[config.mk]
export PLATFORM = sky130hd
export DESIGN_NAME = ecc_fault_sup
export DESIGN_NICKNAME = d
export VERILOG_FILES = /design/src/rtl/ecc_pkg.sv /design/src/rtl/ecc_cond.sv /design/src/rtl/ecc_sticky.sv /design/src/rtl/ecc_restart.sv /design/src/rtl/ecc_fault_sup.sv
export SDC_FILE = /design/constraint.sdc
export NUM_CORES = 1
export LEC_CHECK = 0
export BUFFER_PORTS_ARGS = -buffer_cell sky130_fd_sc_hd__clkbuf_2
export CAP_MARGIN = 20
export CORE_AREA = 2 2 39 41
export CTS_CLUSTER_SIZE = 20
export DETAILED_ROUTE_END_ITERATION = 12
export DIE_AREA = 0 0 41 43
export GPL_ROUTABILITY_DRIVEN = 0
export PLACE_DENSITY = 0.51
export SLEW_MARGIN = 20
export SYNTH_ARGS = -nofsm -noshare
export SYNTH_HDL_FRONTEND = slang
export SYNTH_SLANG_ARGS = --single-unit
[constraint.sdc]
create_clock -name clk -period 2.45 [get_ports clk]
set_input_delay 0.1225 -clock clk [delete_from_list [all_inputs] [get_ports clk]]
set_output_delay 0.1225 -clock clk [all_outputs]
set_load 0.01 [all_outputs]
[src/rtl/ecc_pkg.sv]
package ecc_pkg;

    // status bit positions
    localparam int ST_OC  = 0;
    localparam int ST_OTS = 1;
    localparam int ST_OTW = 2;
    localparam int ST_OL  = 3;
    localparam int ST_N   = 4;

    typedef struct packed {
        logic locked;
        logic clr_seen;
        logic tgt_seen;
        logic loop_en;
    } restart_t;

endpackage

[src/rtl/ecc_cond.sv]
module ecc_cond #(
    parameter int ZONE_W    = 3,
    parameter int TRIP_ZONE = 3
) (
    input  logic              ec_en_i,
    input  logic              hs_supply_i,
    input  logic              charge_i,
    input  logic              oc_i,
    input  logic [ZONE_W-1:0] ot_zone_i,
    input  logic              ol_i,
    input  logic              pwm_req_i,
    output logic              trip_o,
    output logic [ecc_pkg::ST_N-1:0] raw_o,
    output logic              pwm_en_o
);
    import ecc_pkg::*;

    localparam logic [ZONE_W-1:0] TRIP_Z = ZONE_W'(TRIP_ZONE);

    logic active;
    logic ot_shut;
    logic ot_warn;

    always_comb begin
        active  = ec_en_i & hs_supply_i & charge_i;
        ot_shut = (ot_zone_i >= TRIP_Z);
        ot_warn = (ot_zone_i != '0) & ~ot_shut;

        raw_o         = '0;
        raw_o[ST_OC]  = active & oc_i;
        raw_o[ST_OTS] = active & ot_shut;
        raw_o[ST_OTW] = active & ot_warn;
        raw_o[ST_OL]  = active & ol_i;

        trip_o   = raw_o[ST_OC] | raw_o[ST_OTS];
        pwm_en_o = pwm_req_i & ~hs_supply_i;
    end

endmodule

[src/rtl/ecc_sticky.sv]
module ecc_sticky #(
    parameter int N = 4
) (
    input  logic         clk,
    input  logic         rst_n,
    input  logic [N-1:0] raw_i,
    input  logic         clr_i,
    output logic [N-1:0] st_o
);
    logic [N-1:0] st_d, st_q;

    for (genvar g = 0; g < N; g++) begin : g_bit
        always_comb begin
            if (raw_i[g])
                st_d[g] = 1'b1;
            else if (clr_i)
                st_d[g] = 1'b0;
            else
                st_d[g] = st_q[g];
        end
    end

    always_ff @(posedge clk) begin
        if (!rst_n)
            st_q <= '0;
        else
            st_q <= st_d;
    end

    assign st_o = st_q;

endmodule

[src/rtl/ecc_restart.sv]
module ecc_restart (
    input  logic clk,
    input  logic rst_n,
    input  logic ec_en_i,
    input  logic trip_i,
    input  logic clr_i,
    input  logic tgt_wr_i,
    output logic loop_en_o
);
    import ecc_pkg::*;

    restart_t s_d, s_q;
    logic     clr_ok;
    logic     clr_nxt;
    logic     tgt_nxt;

    always_comb begin
        s_d     = s_q;
        clr_ok  = clr_i & ~trip_i;
        clr_nxt = s_q.clr_seen | clr_ok;
        tgt_nxt = s_q.tgt_seen | tgt_wr_i;

        if (!ec_en_i) begin
            s_d = '0;
        end else if (trip_i) begin
            s_d.locked   = 1'b1;
            s_d.clr_seen = 1'b0;
            s_d.tgt_seen = 1'b0;
            s_d.loop_en  = 1'b0;
        end else if (s_q.locked) begin
            if (clr_nxt && tgt_nxt) begin
                s_d = '0;
                s_d.loop_en = 1'b1;
            end else begin
                s_d.clr_seen = clr_nxt;
                s_d.tgt_seen = tgt_nxt;
                s_d.loop_en  = 1'b0;
            end
        end else begin
            s_d.loop_en = 1'b1;
        end
    end

    always_ff @(posedge clk) begin
        if (!rst_n)
            s_q <= '0;
        else
            s_q <= s_d;
    end

    assign loop_en_o = s_q.loop_en;

endmodule

[src/rtl/ecc_fault_sup.sv]
module ecc_fault_sup #(
    parameter int ZONE_W    = 3,
    parameter int TRIP_ZONE = 3
) (
    input  logic              clk,
    input  logic              rst_n,
    input  logic              ec_en_i,
    input  logic              hs_supply_i,
    input  logic              charge_i,
    input  logic              oc_i,
    input  logic [ZONE_W-1:0] ot_zone_i,
    input  logic              ol_i,
    input  logic              pwm_req_i,
    input  logic              clr_i,
    input  logic              tgt_wr_i,
    output logic              loop_en_o,
    output logic              pwm_en_o,
    output logic [3:0]        st_o
);
    import ecc_pkg::*;

    logic            trip;
    logic [ST_N-1:0] raw;

    ecc_cond #(.ZONE_W(ZONE_W), .TRIP_ZONE(TRIP_ZONE)) cond_i (
        .ec_en_i    (ec_en_i),
        .hs_supply_i(hs_supply_i),
        .charge_i   (charge_i),
        .oc_i       (oc_i),
        .ot_zone_i  (ot_zone_i),
        .ol_i       (ol_i),
        .pwm_req_i  (pwm_req_i),
        .trip_o     (trip),
        .raw_o      (raw),
        .pwm_en_o   (pwm_en_o)
    );

    ecc_sticky #(.N(ST_N)) sticky_i (
        .clk  (clk),
        .rst_n(rst_n),
        .raw_i(raw),
        .clr_i(clr_i),
        .st_o (st_o)
    );

    ecc_restart restart_i (
        .clk      (clk),
        .rst_n    (rst_n),
        .ec_en_i  (ec_en_i),
        .trip_i   (trip),
        .clr_i    (clr_i),
        .tgt_wr_i (tgt_wr_i),
        .loop_en_o(loop_en_o)
    );

endmodule

# ---- Word-level counts from Yosys, hierarchy flattened
# Cells that the tools add are included.
dict set report word_totals {
  regBits 8
  word_cells 44
  romBits 0
  latchBits 0
  mem_bits_rw 0
  in_bits 13
  n_memories 0
}
dict set report op_classes {
  add_sub_neg 0
  n_div 0
  multipliers 0
  reduce_logical 8
  n_shift 0
  eq_ne 0
  mux 10
  order_cmp 1
  n_bitwise 17
}
# operator count
set ops {}
lappend ops {{$and 1x1->1} 9}
lappend ops {{$reduce_bool 2->1} 4}
lappend ops {{$mux 1} 7}
lappend ops {{$mux 3} 2}
lappend ops {{$not 1->1} 5}
lappend ops {{$mux 4} 1}
lappend ops {{$ge 3x2->1 const B} 1}
lappend ops {{$or 1x1->1} 3}
lappend ops {{$reduce_bool 3->1} 1}
lappend ops {{$reduce_or 3->1} 1}
lappend ops {{$reduce_and 2->1} 1}
lappend ops {{$logic_and 1x1->1} 1}

# ---- Logic depth before layout (Yosys ltp)
# Gate-level depths: netlist of the first run.
dict set report logic_depth {
  word_depth 11
  depth_mapped 3
  ltp_nobuf 3
}

# ---- Hierarchy
# Synthesis of the first run repeated with hierarchy kept, for this count alone.
dict set report hier_totals {
  hier_cells 39
  hier_area_um2 366.6
}
# module cells_each n_inst area_per_inst_um2 seq_area_each_um2
set by_module_without_submodules {}
lappend by_module_without_submodules {ecc_restart 16 1 165.2 80.1}
lappend by_module_without_submodules {ecc_sticky 12 1 135.1 80.1}
lappend by_module_without_submodules {ecc_cond 11 1 66.3 0.0}

# ---- Worst setup path before layout of the first run
# OpenSTA, ideal clock, no wires.
dict set report synth_timing {
  kind {register -> register}
  start {reg restart_i.s_q[2] (netlist bit)}
  end {reg restart_i.s_q[3] (netlist bit)}
  period_less_slack_ns 0.811
  arrival_time_ns 0.695
  slack_ns 1.639
  setup_ns 0.116
  n_path_buf 0
  path_stages_with_launch 4
  path_cell_list {dfxtp_1 o22ai_1 o2bb2ai_1 and3_1}
}
dict set report synth_between {
  elab_chain_cells 5
}
# element line_no
set synth_rtl {}
lappend synth_rtl {{from (decl)} ecc_restart.sv:12} ;# restart_t s_d, s_q;
lappend synth_rtl {{from (signal assigned)} ecc_restart.sv:46} ;# s_q <= '0;
lappend synth_rtl {{from (signal assigned)} ecc_restart.sv:48} ;# s_q <= s_d;
lappend synth_rtl {{$or 1x1->1} ecc_restart.sv:20} ;# clr_nxt = s_q.clr_seen | clr_ok;
lappend synth_rtl {{$logic_and 1x1->1} ecc_restart.sv:31} ;# if (clr_nxt && tgt_nxt) begin
lappend synth_rtl {{$mux 1} ecc_restart.sv:31}
lappend synth_rtl {{$mux 3} ecc_restart.sv:30} ;# end else if (s_q.locked) begin
lappend synth_rtl {{$mux 4} ecc_restart.sv:25} ;# end else if (trip_i) begin
# Every way passes these cells.
# A chain may end at the register's enable or synchronous reset.

# ---- Worst setup path after layout of the first run
# Ends and elaborated chain as after synthesis.

==> flow_summary.toml, run 1 <==
[floorplan]
rows = 14
pin_count = 19
die_area_sq_um = 1760
initial_core_util_pct = 25.5
fp.dieH_microns = 43
coreArea_sq_um = 1380
die_x_microns = 41

[critical_path]
worstPathMaxFanout = 3
crit_family = "compound AO/OA/AOI/OAI gates"
crit_required_ns = 2.65
cp_num_buf_inv = 0
worstSetupEndpointType = "register"
cpMaxStageDelayCell = "dfxtp_1"
critPathMaxStageDelay_ns = 0.32
startpoint_type = "register"
cp_cell_sequence = "o22ai_1, o2bb2ai_1, and3_1"
critical_path_class = "register to register"
arrival_ns = 1.08

[global_routing]
grt_pass1_vias = 304
grt_max_degree = 8
met2_usage_pct = 14.4
antenna_found_initial = 0
grt_pass1_wl_microns = 1210
use_met1_pct = 11.9
top_usage_layer = "met4"
grt.overflow.total = 0
use_met3_pct = 3.14
grt_use_total_pct = 11.3

[clock_tree]
cts.repair.resized = 0
clk_pin_slew_ns = 0.06
cts_hold_buf = 0
cts_buffers = 3
cts_root_buf = "clkbuf_4"
cts_tree = "done"
cts_max_level = 1
cts_setup_buffers = 0
numClockSinks = 8
clk_latency_ns = 0.26
clockBufferDepth = 2

[cells_and_area]
n_antenna_cell = 0
seqCellArea_sq_um = 160
layout-drive-gt1-share_pct = 41.4
design_area_sq_um = 485
n_fill_cell = 153
fin_nets = 73
final_common_cell = "clkbuf_2"
layout_common_cells = "clkbuf_2 (18), dfxtp_1 (8), a21oi_1 (6)"
multi_input_area_sq_um = 185
area_growth_pct = 37.6

[routing]
drcViolationCount = 0
drt-pass1-iter-count = 3
ant_nets = 0
drtIter0Drc = 2
routedWlPerCell_microns = 10.6
vias = 347
finalWirelength_microns = 784
viasPerCell = 4.69

[yosys]
ys_ff_latch = 8
netlist_area_sq_um = 353
avgSynthCellArea_sq_um = 9.54
ys_types = 15
synthCells = 37
synth_nets = 50
yosysSeqAreaShare_pct = 45.4
synth-warning-count = 0

[sta]
finalSetupViolCount = 0
rsz0062_at_grt = "false"
setup_tns_ns = 0
post-route-min-period_ns = 0.881
slew_viol_final = 0
fin_crit_sh_pct = 36.0
finalHoldViolations = 0
fmax_ghz = 1.13
worstMarginPinSlew_ns = 0.221
worst_clock_skew_ns = 0.000693
maxSlewHeadroom_pct = 85.2

[place]
io_buffer_count = 18
placed_area_sq_um = 463

[power_and_ir_drop]
ir_drop_uv = 123
leakagePower_nw = 0.211
powerDensity_nw_per_um2 = 563

[outcome]
status = "completed"

[flow_run]
max_cap_violations = 0

[hold_path]
holdCritPathClass = "input pin to register"
[flip-flops by register name, indices dropped and copies added, names as in the netlist]
| register | count |
|---|---|
| restart_i.loop_en_o | 1 |
| restart_i.s_q | 3 |
| sticky_i.st_o | 4 |
[per-stage QoR]
| stage | total power [mW] | hold slack [ns] | worst slack, ns | utilization (%) | instances |
|---|---|---|---|---|---|
| after global routing | 0.291 | 0.128 | 1.47 | 35.1 | 74 |
| after CTS | 0.280 | 0.125 | 1.57 | 35.1 | 74 |
| after global placement | 0.173 | 0.388 | 1.55 | 33.5 | 71 |
| final | 0.273 | 0.130 | 1.57 | 35.1 | 74 |
| after floorplan | 0.151 | 0.244 | 1.64 | - | 37 |
| after detailed placement | 0.173 | 0.381 | 1.54 | 33.5 | 71 |
[worst min-delay path: stages]
cell	delay, ns
clkbuf_2	0.08
a21oi_1	0.05
nor2b_1	0.10
[cell families (layout without fill, tap and decap cells)]
| kind of cell | Yosys count | in the layout | synth area share (%) |
|---|---|---|---|
| buffers and inverters | 2 | 23 | 2.13 |
| DFF | 8 | 8 | 45.4 |
| and+or+nand+nor | 12 | 12 | 21.6 |
| xor gates and xnor gates | 1 | 1 | 2.48 |
| AOI/OAI and AO/OA | 14 | 14 | 28.4 |
[metal layers]
layer / part of all wire [%] / up-vias / routed length [microns]
met5: 0 / - / 0
met4: 6.3 / 0 / 49
met3: 5.1 / 5 / 40
met2: 47 / 12 / 366
met1: 42 / 150 / 327
li1: - / 180 / -
[Yosys cell counts]
cell,instances,share of area (%)
dfxtp_1,8,45
a21oi_1,6,8.5
nor2b_1,5,8.9
and2_1,2,3.5
and3_1,2,3.5
inv_1,2,2.1
nor3_1,2,2.8
o21a_1,2,4.3
o22ai_1,2,3.5
a211oi_2,1,3.5
nand3_2,1,2.8
o211ai_2,1,3.5
o2bb2ai_1,1,2.5
o32ai_1,1,2.5
xnor2_1,1,2.5
[final timing paths]
path	end	depth (start not counted)	from	slack [ns]
setup reg to reg	restart_i.s_q[3]$_SDFF_PN0_	3	restart_i.s_q[2]$_SDFFE_PP0P_	1.57
hold reg to reg	restart_i.loop_en_o$_SDFF_PP0_	1	restart_i.s_q[3]$_SDFF_PN0_	0.52
hold / removal	sticky_i.st_o[3]$_SDFFE_PN0P_	3	ol_i	0.13
setup / recovery	restart_i.s_q[3]$_SDFF_PN0_	3	restart_i.s_q[2]$_SDFFE_PP0P_	1.57
[power breakdown]
group	internal [mW]	switching (mW)
Clock	0.0563	0.0481
Combinational	0.0168	0.0178
Sequential	0.133	0.00135
Total	0.206	0.0673
[cell type report]
type                       count  area share [%]
clock buffer                   3            4.64
multi-input combinational     27            38.1
timing repair buffer          18            18.6
inverter                       2            1.55
sequential                     8            33.0
tap                           16            4.12
Power figures use the tool's default switching activity.
==> run 2: changes to the inputs <==
Settings changed: PLACE_DENSITY 0.51 to 0.53.
Clock period 2.45 ns to 0.8 ns, I/O delays scaled along.
==> flow_summary.toml, run 2 (synthesis results as in run 1) <==
[hold_path]
min_from = "ol_i"
holdCritPathClass = "input pin to register"
hold_path_depth = 3
hold_path_end = "sticky_i.st_o[3]$_SDFFE_PN0P_"

[power_and_ir_drop]
swShare_pct = 24.0
switchingPower_mw = 0.203
clockPowerShare_pct = 36.9
ir_drop_uv = 487
power_frac_seq_pct = 48.8
internal_power_mw = 0.642
powerDensity_nw_per_um2 = 1580
leakagePower_nw = 0.239
power_frac_comb_pct = 14.3

[sta]
post-route-min-period_ns = 0.813
slew_viol_final = 0
rsz0062_at_grt = "true"
worstMarginPinSlew_ns = 0.224
fin_crit_sh_pct = 102
fin_ws_ns = -0.0127
finalSetupViolCount = 1
setup_tns_ns = -0.0127
maxSlewHeadroom_pct = 85.1
finalHoldViolations = 0
fmax_ghz = 1.23
worst_clock_skew_ns = 0.000498

[global_routing]
grt_max_degree = 7
grt_use_total_pct = 10.9
grt_pass1_vias = 319
grt.overflow.total = 0
grt_pass1_wl_microns = 1190
antenna_found_initial = 0

[critical_path]
crit_family = "flip-flops"
crit_required_ns = 0.95
worstPathMaxFanout = 3
arrival_ns = 0.96
cp_cell_sequence = "o22ai_2, o2bb2ai_1, and3_1"
cp_num_buf_inv = 0
critical_path_class = "register to register"
startpoint_type = "register"
worstSetupEndpointType = "register"
reg2reg_to = "restart_i.s_q[3]$_SDFF_PN0_"
worst_r2r_path_depth = 3
r2r_start = "restart_i.s_q[2]$_SDFFE_PP0P_"
critPathMaxStageDelay_ns = 0.34
cpMaxStageDelayCell = "dfxtp_2"
r2r_slack_ns = -0.01

[clock_tree]
cts_root_buf = "clkbuf_4"
cts_max_level = 1
cts_setup_buffers = 0
clk_latency_ns = 0.25
cts_buffers = 3
cts_tree = "done"
numClockSinks = 8
clockBufferDepth = 2
clk_pin_slew_ns = 0.05

[cells_and_area]
n_antenna_cell = 0
area_growth_pct = 51.4
final_common_cell = "clkbuf_2"
layout-drive-gt1-share_pct = 53.2
largest_register_ffs = 4
fin_nets = 77
layout_common_cells = "clkbuf_2 (17), a21oi_1 (6), nor2b_1 (5), dfxtp_1 (5)"
design_area_sq_um = 534
n_fill_cell = 154

[routing]
drtIter0Drc = 3
met2_length_microns = 381
ant_nets = 0
vias = 362
dr.max_layer_used = "met4"
drcViolationCount = 0
finalWirelength_microns = 806
drt-met1-wl_microns = 368
dr_wl_met3_microns = 41
drt-pass1-iter-count = 4
routedWlPerCell_microns = 10.3
viasPerCell = 4.64

[floorplan]
die_x_microns = 41
die_area_sq_um = 1760
pin_count = 19
coreArea_sq_um = 1380
fp.dieH_microns = 43
initial_core_util_pct = 25.5
rows = 14

[place]
hpwl_microns = 656
io_buffer_count = 18
placed_area_sq_um = 494
place_ws_ns = -0.0363

[outcome]
violations = "setup timing"
status = "finished with violations"

[flow_run]
max_cap_violations = 0
==> run 2: changes by cell type in the layout (fill, tap and decap cells not counted) <==
cell / change
nor3_2: +1
buf_4: +3
buf_6: +1
nor3_1: -1
dfxtp_1: -3
buf_2: +1
clkbuf_2: -1
o22ai_2: +1
dfxtp_2: +3
o22ai_1: -1
==> run 2: per-layer routing <==
metal / global-route usage [%] / up-vias
met3: 3.14 / 2
li1: - / 187
met1: 11.3 / 161
met4: 12.0 / 0
met5: 0 / -
met2: 15.3 / 12
==> run 2: how the worst max path moves through the flow <==
stage	startpoint	end	slack (ns)	cells past startpoint
detailed placement	restart_i.s_q[2]$_SDFFE_PP0P_	restart_i.s_q[3]$_SDFF_PN0_	-0.04	3
finish	restart_i.s_q[2]$_SDFFE_PP0P_	restart_i.s_q[3]$_SDFF_PN0_	-0.01	3
floorplan	restart_i.s_q[1]$_SDFFE_PP0P_	restart_i.s_q[3]$_SDFF_PN0_	0.009	3
global route	restart_i.s_q[2]$_SDFFE_PP0P_	restart_i.s_q[3]$_SDFF_PN0_	-0.05	3
CTS	restart_i.s_q[2]$_SDFFE_PP0P_	restart_i.s_q[3]$_SDFF_PN0_	-0.01	3
global placement	restart_i.s_q[2]$_SDFFE_PP0P_	restart_i.s_q[3]$_SDFF_PN0_	-0.04	3
==> run 2: power groups by stage <==
stage | Sequential [mW] | Clock, mW | Combinational (mW)
after global placement | 0.421 | 0 | 0.119
after detailed placement | 0.421 | 0 | 0.119
after CTS | 0.412 | 0.337 | 0.123
final | 0.413 | 0.312 | 0.121
after floorplan | 0.425 | 0 | 0.0393
after global routing | 0.413 | 0.349 | 0.133
==> run 2: layout make-up <==
type	count	area, sq um	area share (%)
clock buffer	3	22.5	4.22
inverter	2	7.51	1.41
timing repair buffer	22	124	23.2
sequential	8	164	30.7
multi-input combinational	27	196	36.8
tap	16	20.0	3.75
==> run 2: what timing repair did <==
item	CTS	global route
hold buffers	0	0
resized for setup	4	2
setup endpoints to repair	2	4
==> run 2: stage by stage <==
| step | utilization (%) | hold WS (ns) | power, mW | std cells |
|---|---|---|---|---|
| after floorplan | - | 0.126 | 0.464 | 37 |
| after global placement | 35.7 | 0.302 | 0.540 | 75 |
| after detailed placement | 35.7 | 0.310 | 0.540 | 75 |
| after CTS | 38.5 | 0.0387 | 0.872 | 78 |
| after global routing | 38.6 | 0.0748 | 0.895 | 78 |
| final | 38.6 | 0.0478 | 0.846 | 78 |
==> run 2: worst min-delay path: stages <==
cell and delay (ns):
clkbuf_2 0.08, a21oi_1 0.05, nor2b_1 0.10
